[src/rtl/pscan_pkg.sv]
package pscan_pkg;

  typedef enum logic [3:0] {
    TS_RESET, TS_IDLE,
    TS_SEL_DR, TS_CAP_DR, TS_SH_DR, TS_EX1_DR, TS_PAU_DR, TS_EX2_DR, TS_UPD_DR,
    TS_SEL_IR, TS_CAP_IR, TS_SH_IR, TS_EX1_IR, TS_PAU_IR, TS_EX2_IR, TS_UPD_IR
  } tap_st_e;

  typedef enum logic [1:0] {
    OP_EXTEST,
    OP_SAMPLE,
    OP_BYPASS
  } scan_op_e;

  localparam int IR_W          = 2;
  localparam int CELLS_PER_PAD = 3;

  // 00 external test, 01 sample, anything else single-cell bypass
  function automatic scan_op_e op_decode(input logic [IR_W-1:0] code);
    case (code)
      2'b00:   return OP_EXTEST;
      2'b01:   return OP_SAMPLE;
      default: return OP_BYPASS;
    endcase
  endfunction

endpackage

[src/rtl/pscan_tap_fsm.sv]
module pscan_tap_fsm
  import pscan_pkg::*;
(
  input  logic    tck,
  input  logic    rst,
  input  logic    tms,
  output tap_st_e st
);

  tap_st_e nxt;

  always_comb begin
    nxt = st;
    case (st)
      TS_RESET:  nxt = tms ? TS_RESET  : TS_IDLE;
      TS_IDLE:   nxt = tms ? TS_SEL_DR : TS_IDLE;
      TS_SEL_DR: nxt = tms ? TS_SEL_IR : TS_CAP_DR;
      TS_CAP_DR: nxt = tms ? TS_EX1_DR : TS_SH_DR;
      TS_SH_DR:  nxt = tms ? TS_EX1_DR : TS_SH_DR;
      TS_EX1_DR: nxt = tms ? TS_UPD_DR : TS_PAU_DR;
      TS_PAU_DR: nxt = tms ? TS_EX2_DR : TS_PAU_DR;
      TS_EX2_DR: nxt = tms ? TS_UPD_DR : TS_SH_DR;
      TS_UPD_DR: nxt = tms ? TS_SEL_DR : TS_IDLE;
      TS_SEL_IR: nxt = tms ? TS_RESET  : TS_CAP_IR;
      TS_CAP_IR: nxt = tms ? TS_EX1_IR : TS_SH_IR;
      TS_SH_IR:  nxt = tms ? TS_EX1_IR : TS_SH_IR;
      TS_EX1_IR: nxt = tms ? TS_UPD_IR : TS_PAU_IR;
      TS_PAU_IR: nxt = tms ? TS_EX2_IR : TS_PAU_IR;
      TS_EX2_IR: nxt = tms ? TS_UPD_IR : TS_SH_IR;
      TS_UPD_IR: nxt = tms ? TS_SEL_DR : TS_IDLE;
      default:   nxt = TS_RESET;
    endcase
  end

  always_ff @(posedge tck) begin
    if (rst) st <= TS_RESET;
    else     st <= nxt;
  end

endmodule

[src/rtl/pscan_ir.sv]
module pscan_ir
  import pscan_pkg::*;
#(
  parameter int W = IR_W
) (
  input  logic         tck,
  input  logic         rst,
  input  tap_st_e      st,
  input  logic         tdi,
  output logic [W-1:0] ir_sr,
  output scan_op_e     op
);

  localparam logic [W-1:0] CAP_PAT = W'(1);
  localparam logic [W-1:0] RST_PAT = '1;

  logic [W-1:0] ir_q;

  always_ff @(posedge tck) begin
    if (rst || st == TS_RESET) begin
      ir_q  <= RST_PAT;
      ir_sr <= '0;
    end else begin
      case (st)
        TS_CAP_IR: ir_sr <= CAP_PAT;
        TS_SH_IR:  ir_sr <= {tdi, ir_sr[W-1:1]};
        TS_UPD_IR: ir_q  <= ir_sr;
        default: ;
      endcase
    end
  end

  assign op = op_decode(ir_q);

endmodule

[src/rtl/pscan_cell_grp.sv]
module pscan_cell_grp (
  input  logic tck,
  input  logic rst,
  input  logic cap,
  input  logic shf,
  input  logic upd,
  input  logic core_out_b,
  input  logic core_oe_b,
  input  logic pad_in_b,
  input  logic si,
  output logic so,
  output logic lat_out,
  output logic lat_oe
);

  // serial order inside a group: si -> input -> output -> control -> so
  logic in_c, out_c, ctl_c;

  always_ff @(posedge tck) begin
    if (rst) begin
      in_c    <= 1'b0;
      out_c   <= 1'b0;
      ctl_c   <= 1'b0;
      lat_out <= 1'b0;
      lat_oe  <= 1'b0;
    end else begin
      if (cap) begin
        in_c  <= pad_in_b;
        out_c <= core_out_b;
        ctl_c <= core_oe_b;
      end else if (shf) begin
        in_c  <= si;
        out_c <= in_c;
        ctl_c <= out_c;
      end
      if (upd) begin
        lat_out <= out_c;
        lat_oe  <= ctl_c;
      end
    end
  end

  assign so = ctl_c;

endmodule

[src/rtl/pad_scan_ctrl.sv]
module pad_scan_ctrl
  import pscan_pkg::*;
#(
  parameter int NPADS = 32
) (
  input  logic             tck,
  input  logic             trst,
  input  logic             tms,
  input  logic             tdi,
  output logic             tdo,
  output logic             tdo_oe,
  input  logic             sys_rst,
  input  logic             scan_sel,
  input  logic [NPADS-1:0] core_out,
  input  logic [NPADS-1:0] core_oe,
  output logic [NPADS-1:0] core_in,
  input  logic [NPADS-1:0] pad_in,
  output logic [NPADS-1:0] pad_out,
  output logic [NPADS-1:0] pad_oe
);

  logic            en_q;
  logic            tap_rst;
  tap_st_e         st;
  scan_op_e        op;
  logic [IR_W-1:0] ir_sr;
  logic            byp_q;
  logic            bsr_sel;
  logic            extest;
  logic            g_cap, g_shf, g_upd;
  logic [NPADS:0]  link;
  logic [NPADS-1:0] upd_out, upd_oe;

  // scan enable captured only during chip reset
  always_ff @(posedge tck) begin
    if (sys_rst) en_q <= scan_sel;
  end

  assign tap_rst = trst | ~en_q;

  pscan_tap_fsm u_fsm (
    .tck (tck),
    .rst (tap_rst),
    .tms (tms),
    .st  (st)
  );

  pscan_ir #(.W(IR_W)) u_ir (
    .tck   (tck),
    .rst   (tap_rst),
    .st    (st),
    .tdi   (tdi),
    .ir_sr (ir_sr),
    .op    (op)
  );

  assign bsr_sel = (op != OP_BYPASS);
  assign extest  = (op == OP_EXTEST);
  assign g_cap   = bsr_sel && (st == TS_CAP_DR);
  assign g_shf   = bsr_sel && (st == TS_SH_DR);
  assign g_upd   = extest  && (st == TS_UPD_DR);

  always_ff @(posedge tck) begin
    if (tap_rst)               byp_q <= 1'b0;
    else if (st == TS_CAP_DR)  byp_q <= 1'b0;
    else if (st == TS_SH_DR)   byp_q <= tdi;
  end

  assign link[NPADS] = tdi;

  for (genvar g = 0; g < NPADS; g++) begin : g_pad
    pscan_cell_grp u_grp (
      .tck        (tck),
      .rst        (tap_rst),
      .cap        (g_cap),
      .shf        (g_shf),
      .upd        (g_upd),
      .core_out_b (core_out[g]),
      .core_oe_b  (core_oe[g]),
      .pad_in_b   (pad_in[g]),
      .si         (link[g+1]),
      .so         (link[g]),
      .lat_out    (upd_out[g]),
      .lat_oe     (upd_oe[g])
    );
  end

  always_comb begin
    if (extest) begin
      pad_out = upd_out;
      pad_oe  = upd_oe;
    end else begin
      pad_out = core_out;
      pad_oe  = core_oe;
    end
  end

  assign core_in = pad_in;

  // serial output retimed to the falling edge
  always_ff @(negedge tck) begin
    if (tap_rst) begin
      tdo    <= 1'b0;
      tdo_oe <= 1'b0;
    end else begin
      case (st)
        TS_SH_IR: tdo <= ir_sr[0];
        TS_SH_DR: tdo <= bsr_sel ? link[0] : byp_q;
        default:  tdo <= 1'b0;
      endcase
      tdo_oe <= (st == TS_SH_IR) || (st == TS_SH_DR);
    end
  end

endmodule

[config.mk]
export PLATFORM = sky130hd
export DESIGN_NAME = pad_scan_ctrl
export DESIGN_NICKNAME = d
export VERILOG_FILES = /design/src/rtl/pscan_pkg.sv /design/src/rtl/pscan_tap_fsm.sv /design/src/rtl/pscan_ir.sv /design/src/rtl/pscan_cell_grp.sv /design/src/rtl/pad_scan_ctrl.sv
export SDC_FILE = /design/constraint.sdc
export NUM_CORES = 1
export LEC_CHECK = 0
export ABC_AREA = 1
export BUFFER_PORTS_ARGS = -buffer_cell sky130_fd_sc_hd__buf_2
export CAP_MARGIN = 20
export CORE_AREA = 2 2 150 152
export DETAILED_ROUTE_END_ITERATION = 12
export DIE_AREA = 0 0 152 154
export GPL_ROUTABILITY_DRIVEN = 0
export GPL_TIMING_DRIVEN = 0
export PLACE_DENSITY = 0.57
export SLEW_MARGIN = 15
export SYNTH_ARGS = -nofsm -noshare
export SYNTH_HDL_FRONTEND = slang
export SYNTH_SLANG_ARGS = --single-unit
[constraint.sdc]
create_clock -name tck -period 1.8 [get_ports tck]
set_input_delay 0.36 -clock tck [delete_from_list [all_inputs] [get_ports tck]]
set_output_delay 0.36 -clock tck [all_outputs]
set_load 0.05 [all_outputs]
==> results of run 1 <==
## final cells by class
class | count | area (µm²)
fill | 2043 | 10210
multi-input combinational | 627 | 3890
sequential | 172 | 3468
timing repair buffer | 229 | 1938
buffer | 118 | 923.4
clock buffer | 23 | 488.0
tap | 280 | 350.3
inverter | 81 | 304.0
clock inverter | 9 | 118.9
## power groups by stage
stage	registers, W	logic (W)	clock network [W]
2_1_floorplan	0.00390	0.000695	0.0000104
3_3_place_gp	0.00390	0.00104	0.0000104
3_5_place_dp	0.00390	0.00104	0.0000104
4_1_cts	0.00381	0.00115	0.00389
5_1_grt	0.00381	0.00128	0.00407
6_report	0.00381	0.00123	0.00391
## what timing repair did
action,in CTS,in global routing
gates resized for setup,213,136
gates cloned,5,4
hold buffers,0,0
pin swaps,2,18
setup buffers,6,13
setup endpoints to repair,132,142
## stage by stage
step / area [µm²] / setup TNS, ns / worst slack [ns] / hold WS, ns / power (W)
finish: 11480 / -21.02 / -0.4033 / 0.1051 / 0.008945
detailed placement: 9323 / -59.55 / -1.016 / 0.4492 / 0.004950
floorplan: 7946 / -5.293 / -0.2467 / 0.4306 / 0.004606
CTS: 10800 / -20.34 / -0.3766 / 0.1039 / 0.008854
global placement: 9293 / -59.79 / -1.024 / 0.4428 / 0.004952
global route: 11480 / -23.41 / -0.4374 / 0.1037 / 0.009164
## worst max-delay path, cell delays in order, from the launching register on
cell and delay (ns):
dfxtp_2 0.33, nor2_4 0.23, buf_8 0.20, buf_12 0.15, buf_12 0.12, nor2_4 0.03
a21oi_4 0.14, buf_6 0.18
## cells by family (layout without fill, tap and decap cells)
logic type	count (synthesis)	count (layout)	synth area share (%)
DFF	172	172	45.85
buffers and inverters	201	460	12.59
AOI/OAI and AO/OA	496	496	34.65
and+or+nand+nor	131	131	6.910
## how the worst max path moves through the flow
| stage | slack, ns | from | to | cells after the start |
|---|---|---|---|---|
| detailed placement | -1.02 | u_ir.ir_q[1]$_SDFFE_PP1P_ | pad_out[27] | 5 |
| floorplan | -0.25 | u_ir.ir_q[1]$_SDFFE_PP1P_ | pad_oe[2] | 4 |
| global route | -0.44 | u_ir.ir_q[0]$_SDFFE_PP1P_ | pad_out[1] | 7 |
| finish | -0.40 | u_ir.ir_q[0]$_SDFFE_PP1P_ | pad_out[1] | 7 |
| CTS | -0.38 | tdo$_SDFF_NP0_ | tdo | 1 |
| global placement | -1.02 | u_ir.ir_q[1]$_SDFFE_PP1P_ | pad_out[27] | 5 |
## state kept, by name, indices dropped and copies added, names as in the netlist
register and cells:
g_pad.u_grp.in_c 32, u_ir.ir_q 2, g_pad.u_grp.out_c 32, g_pad.u_grp.lat_oe 32, en_q 1, u_ir.ir_sr 2
tdo_oe 1, g_pad.u_grp.lat_out 32, u_fsm.st 4, g_pad.u_grp.so 32, byp_q 1, tdo 1
## per-layer routing
metal  routed length, µm  vias up  track usage (%)
li1                    -     3960                -
met1               13840     3941            35.35
met3                2474       63            5.327
met2               13990      383            38.37
met5                   0        -                0
met4                1033        0            10.55
## Yosys cell counts
library cell / instances / area share (%)
nand3_1: 3 / 0.20
inv_1: 78 / 3.9
nand2_1: 44 / 2.2
o21ai_1: 141 / 9.4
nor3_1: 1 / 0.066
nand3_2: 1 / 0.13
inv_2: 4 / 0.20
edfxtp_1: 1 / 0.40
buf_1: 3 / 0.15
o21ai_0: 24 / 1.6
dfxtp_1: 171 / 45
clkbuf_1: 50 / 2.5
buf_6: 1 / 0.15
buf_4: 42 / 4.2
nor2_1: 75 / 3.7
a21oi_1: 232 / 15
a221oi_1: 1 / 0.12
nor4_1: 1 / 0.083
o22ai_1: 96 / 8.0
buf_2: 23 / 1.5
nand4_1: 1 / 0.083
nand2_2: 2 / 0.17
nor2_2: 3 / 0.25
a31oi_1: 1 / 0.083
o211ai_1: 1 / 0.10
==> flow_summary.ini, run 1 <==
[run_status]
status = finished with violations
violations = setup timing

[layout]
final_util_pct = 52.94
layout_commonest_cell = a21oi_1
final_cells = 1539
n_antenna_cell = 0
syn2layout_area_growth_pct = 52.43
drive_gt1_share_pct = 38.36
final_cell_mix = a21oi_1, dfxtp_1, buf_2, o21ai_1, o22ai_1
nets = 1350

[placed_design]
hpwl_mm = 20.78
placement.io_buffers = 199
placed_cells = 1481

[run]
maxCapViolCount = 0

[sta]
slew_viol_final = 0
final.setup.worst_slack_ns = -0.4033
max_slew_margin_pct = 63.87
min_period_over_period_pct = 122.4
max_slew.worst_pin.slew_ns = 0.5419
fmax_ghz = 0.4539
rsz0062_at_grt = true
period_minus_slack_ns = 2.203
hold_viol_final = 0
finalClockSkew_ns = 0.02244
setup_viol = 67

[routing]
firstDrtPassIters = 5
drtIter0Drc = 731
post_drt_wl_per_cell_um = 20.36
routed-via-count = 8347
ant_nets = 0
via_per_inst = 5.424
drc = 0
drt_wl_total_mm = 31.34

[clock_network]
clk_latency_ns = 0.45
cts_root_buf = clkbuf_16
cts_tree = yes
cts_num_sinks = 172
cts_max_level = 4
clk_path_buf_depth = 2
cts_inserted_buffers = 17
clk_pin_slew_ns = 0.06

[global_routing]
grt_max_degree = 17
grt-ovfl-total = 0
antenna_found_initial = 0
grt_pass1_vias = 7760
grt_use_total_pct = 25.44
grt_pass1_wl_mm = 45.93

[worst_setup_path]
crit_fanout = 6
cp-end-kind = output port
reg2reg_from = u_fsm.st[0]$_SDFF_PP0_
cp_data_required_time_ns = 1.44
cp-start-kind = register
crit_type = reg2out
r2r_cells = 6
cp.arrival_ns = 1.84
reg2reg_to = tdo$_SDFF_NP0_
rrSetupSlack_ns = -0.12

[yosys]
netlist_instances = 1000
synth_seq_cells = 172
syn_avg_cell_area_um2 = 7.532
yosys_warnings = 0
seq_area_frac_synth_pct = 45.85
synth_cell_types = 25
synth_area_um2 = 7532
syn_nets = 1102

[die]
start_util_pct = 34.73
ioPinCount = 200
dieArea_um2 = 23410
core_area_um2 = 21690
die_x_um = 152
die_y_um = 154
std_cell_rows = 54

[worst_hold_path]
min_path_cells = 1
min_to = en_q$_DFFE_PP_
hp-class = in2reg
min-delay-start = scan_sel

[power]
seq_power_share_pct = 42.6
swShare_pct = 26.66
p_clk_share_pct = 43.7
p_int_w = 0.006560
power_frac_comb_pct = 13.7
pwr_density_cell_nw_per_um2 = 779.1
ir_drop_uv = 594.3
p_leak_nw = 4.497
switching_power_w = 0.002384
Note: power is estimated with default switching activity, not from simulation.
==> run 2, diff against run 1 <==
Settings changed: CORE_AREA 2 2 150 152 to 2 2 131 133, DIE_AREA 0 0 152 154 to 0 0 133 135, PLACE_DENSITY 0.57 to 0.72.
==> flow_summary.ini, run 2 (same netlist as run 1, synthesis figures left out) <==
[clock_network]
cts_root_buf = clkbuf_16
clk_latency_ns = 0.46
cts_inserted_buffers = 17
clk_pin_slew_ns = 0.06
clk_path_buf_depth = 2
cts_max_level = 4
cts_num_sinks = 172
postCtsHoldBufs = 0
cts_tree = yes

[power]
pwr_density_cell_nw_per_um2 = 811.3
p_total_w = 0.009314
p_leak_nw = 4.526
ir_drop_uv = 769.5

[routing]
ant_nets = 0
drtIter0Drc = 1117
firstDrtPassIters = 5
post_drt_wl_per_cell_um = 21.16
via_per_inst = 5.931
drt_wl_total_mm = 31.28
drc = 0
routed-via-count = 8766

[worst_setup_path]
reg2reg_from = u_fsm.st[1]$_SDFF_PP0_
cp-end-kind = output port
cp-start-kind = register
cp.arrival_ns = 1.83
startpoint = u_ir.ir_q[1]$_SDFFE_PP1P_
cp_data_required_time_ns = 1.44
crit_type = reg2out
crit_fanout = 8

[die]
start_util_pct = 45.91
die_y_um = 135
std_cell_rows = 47
die_x_um = 133
dieArea_um2 = 17960
ioPinCount = 200
core_area_um2 = 16410

[sta]
max_slew_margin_pct = 48.19
fin_hold_ws_ns = 0.09664
fmax_ghz = 0.4575
hold_viol_final = 0
max_slew.worst_pin.slew_ns = 0.7772
final.setup.worst_slack_ns = -0.3859
finalClockSkew_ns = 0.01973
setup_viol = 67
slew_viol_final = 0
finalSetupTns_ns = -20.33
min_period_over_period_pct = 121.4
period_minus_slack_ns = 2.186
rsz0062_at_grt = true

[run_status]
violations = setup timing
status = finished with violations

[global_routing]
globalRoute.busiestLayer = met2
grt_max_degree = 17
grt_pass1_vias = 7900
antenna_found_initial = 0
grt_pass1_wl_mm = 43.88
met1_usage_pct = 41.51
grt_use_total_pct = 32.21
use_met3_pct = 6.832
met2_usage_pct = 51.30
grt-ovfl-total = 0

[run]
maxCapViolCount = 0

[layout]
nets = 1347
multi_input_area_um2 = 3991
n_antenna_cell = 0
layout_commonest_cell = a21oi_1
regArea_um2 = 3476
fillers = 1244
drive_gt1_share_pct = 39.90
stdcell_area_um2 = 11480
final_cell_mix = a21oi_1, dfxtp_1, buf_2, o21ai_1, o22ai_1
syn2layout_area_growth_pct = 52.43

[worst_hold_path]
min-delay-start = scan_sel
hp-class = in2reg

[placed_design]
place_area_um2 = 9259
dp_slack_ns = -0.8586
hpwl_mm = 19.02
placement.io_buffers = 199
==> run 2: final cells by class <==
class / instances / area share (%)
Inverter: 81 / 2.692
Sequential cell: 172 / 30.27
Clock buffer: 21 / 4.098
Clock inverter: 13 / 1.820
Timing Repair Buffer: 225 / 15.49
Tap cell: 220 / 2.398
Multi-Input combinational cell: 627 / 34.76
Buffer: 119 / 8.468
==> run 2: path summary, 6_finish.rpt <==
kind	to	slack [ns]	cells after the start
max reg2reg	tdo$_SDFF_NP0_	-0.01	5
min	en_q$_DFFE_PP_	0.1	1
min reg2reg	g_pad[6].u_grp.lat_oe$_SDFFE_PP0P_	0.47	2
max	pad_oe[26]	-0.39	6
==> run 2: routing by layer <==
metal / share of wire, % / vias to the layer above
met5: 0 / -
met4: 5.3 / 0
met3: 11 / 127
met2: 45 / 619
met1: 39 / 4062
li1: - / 3958
==> run 2: power by group <==
| part | total, W | internal, W | switching [W] |
|---|---|---|---|
| Sequential | 0.00381 | 0.00381 | 0.00000472 |
| Clock | 0.00426 | 0.00265 | 0.00161 |
| Combinational | 0.00125 | 0.000446 | 0.000801 |
==> run 2: metrics by stage <==
stage / cells / util (%)
after global routing: 1478 / 69.98
after CTS: 1470 / 65.79
final: 1478 / 69.98
after detailed placement: 1422 / 56.43
after floorplan: 1000 / -
after global placement: 1419 / 56.18
==> run 2: worst max-delay path, cell delays in order, from the launching register on <==
cell	delay [ns]
dfxtp_4	0.37
nor2_4	0.19
clkbuf_16	0.23
clkbuf_16	0.18
nor2_2	0.04
a21oi_2	0.17
buf_6	0.19
==> run 2: what timing repair did <==
action	CTS	global route
pin swaps	4	29
gates resized for setup	194	188
setup endpoints to repair	115	157
buffers inserted	9	5
cloned	6	4
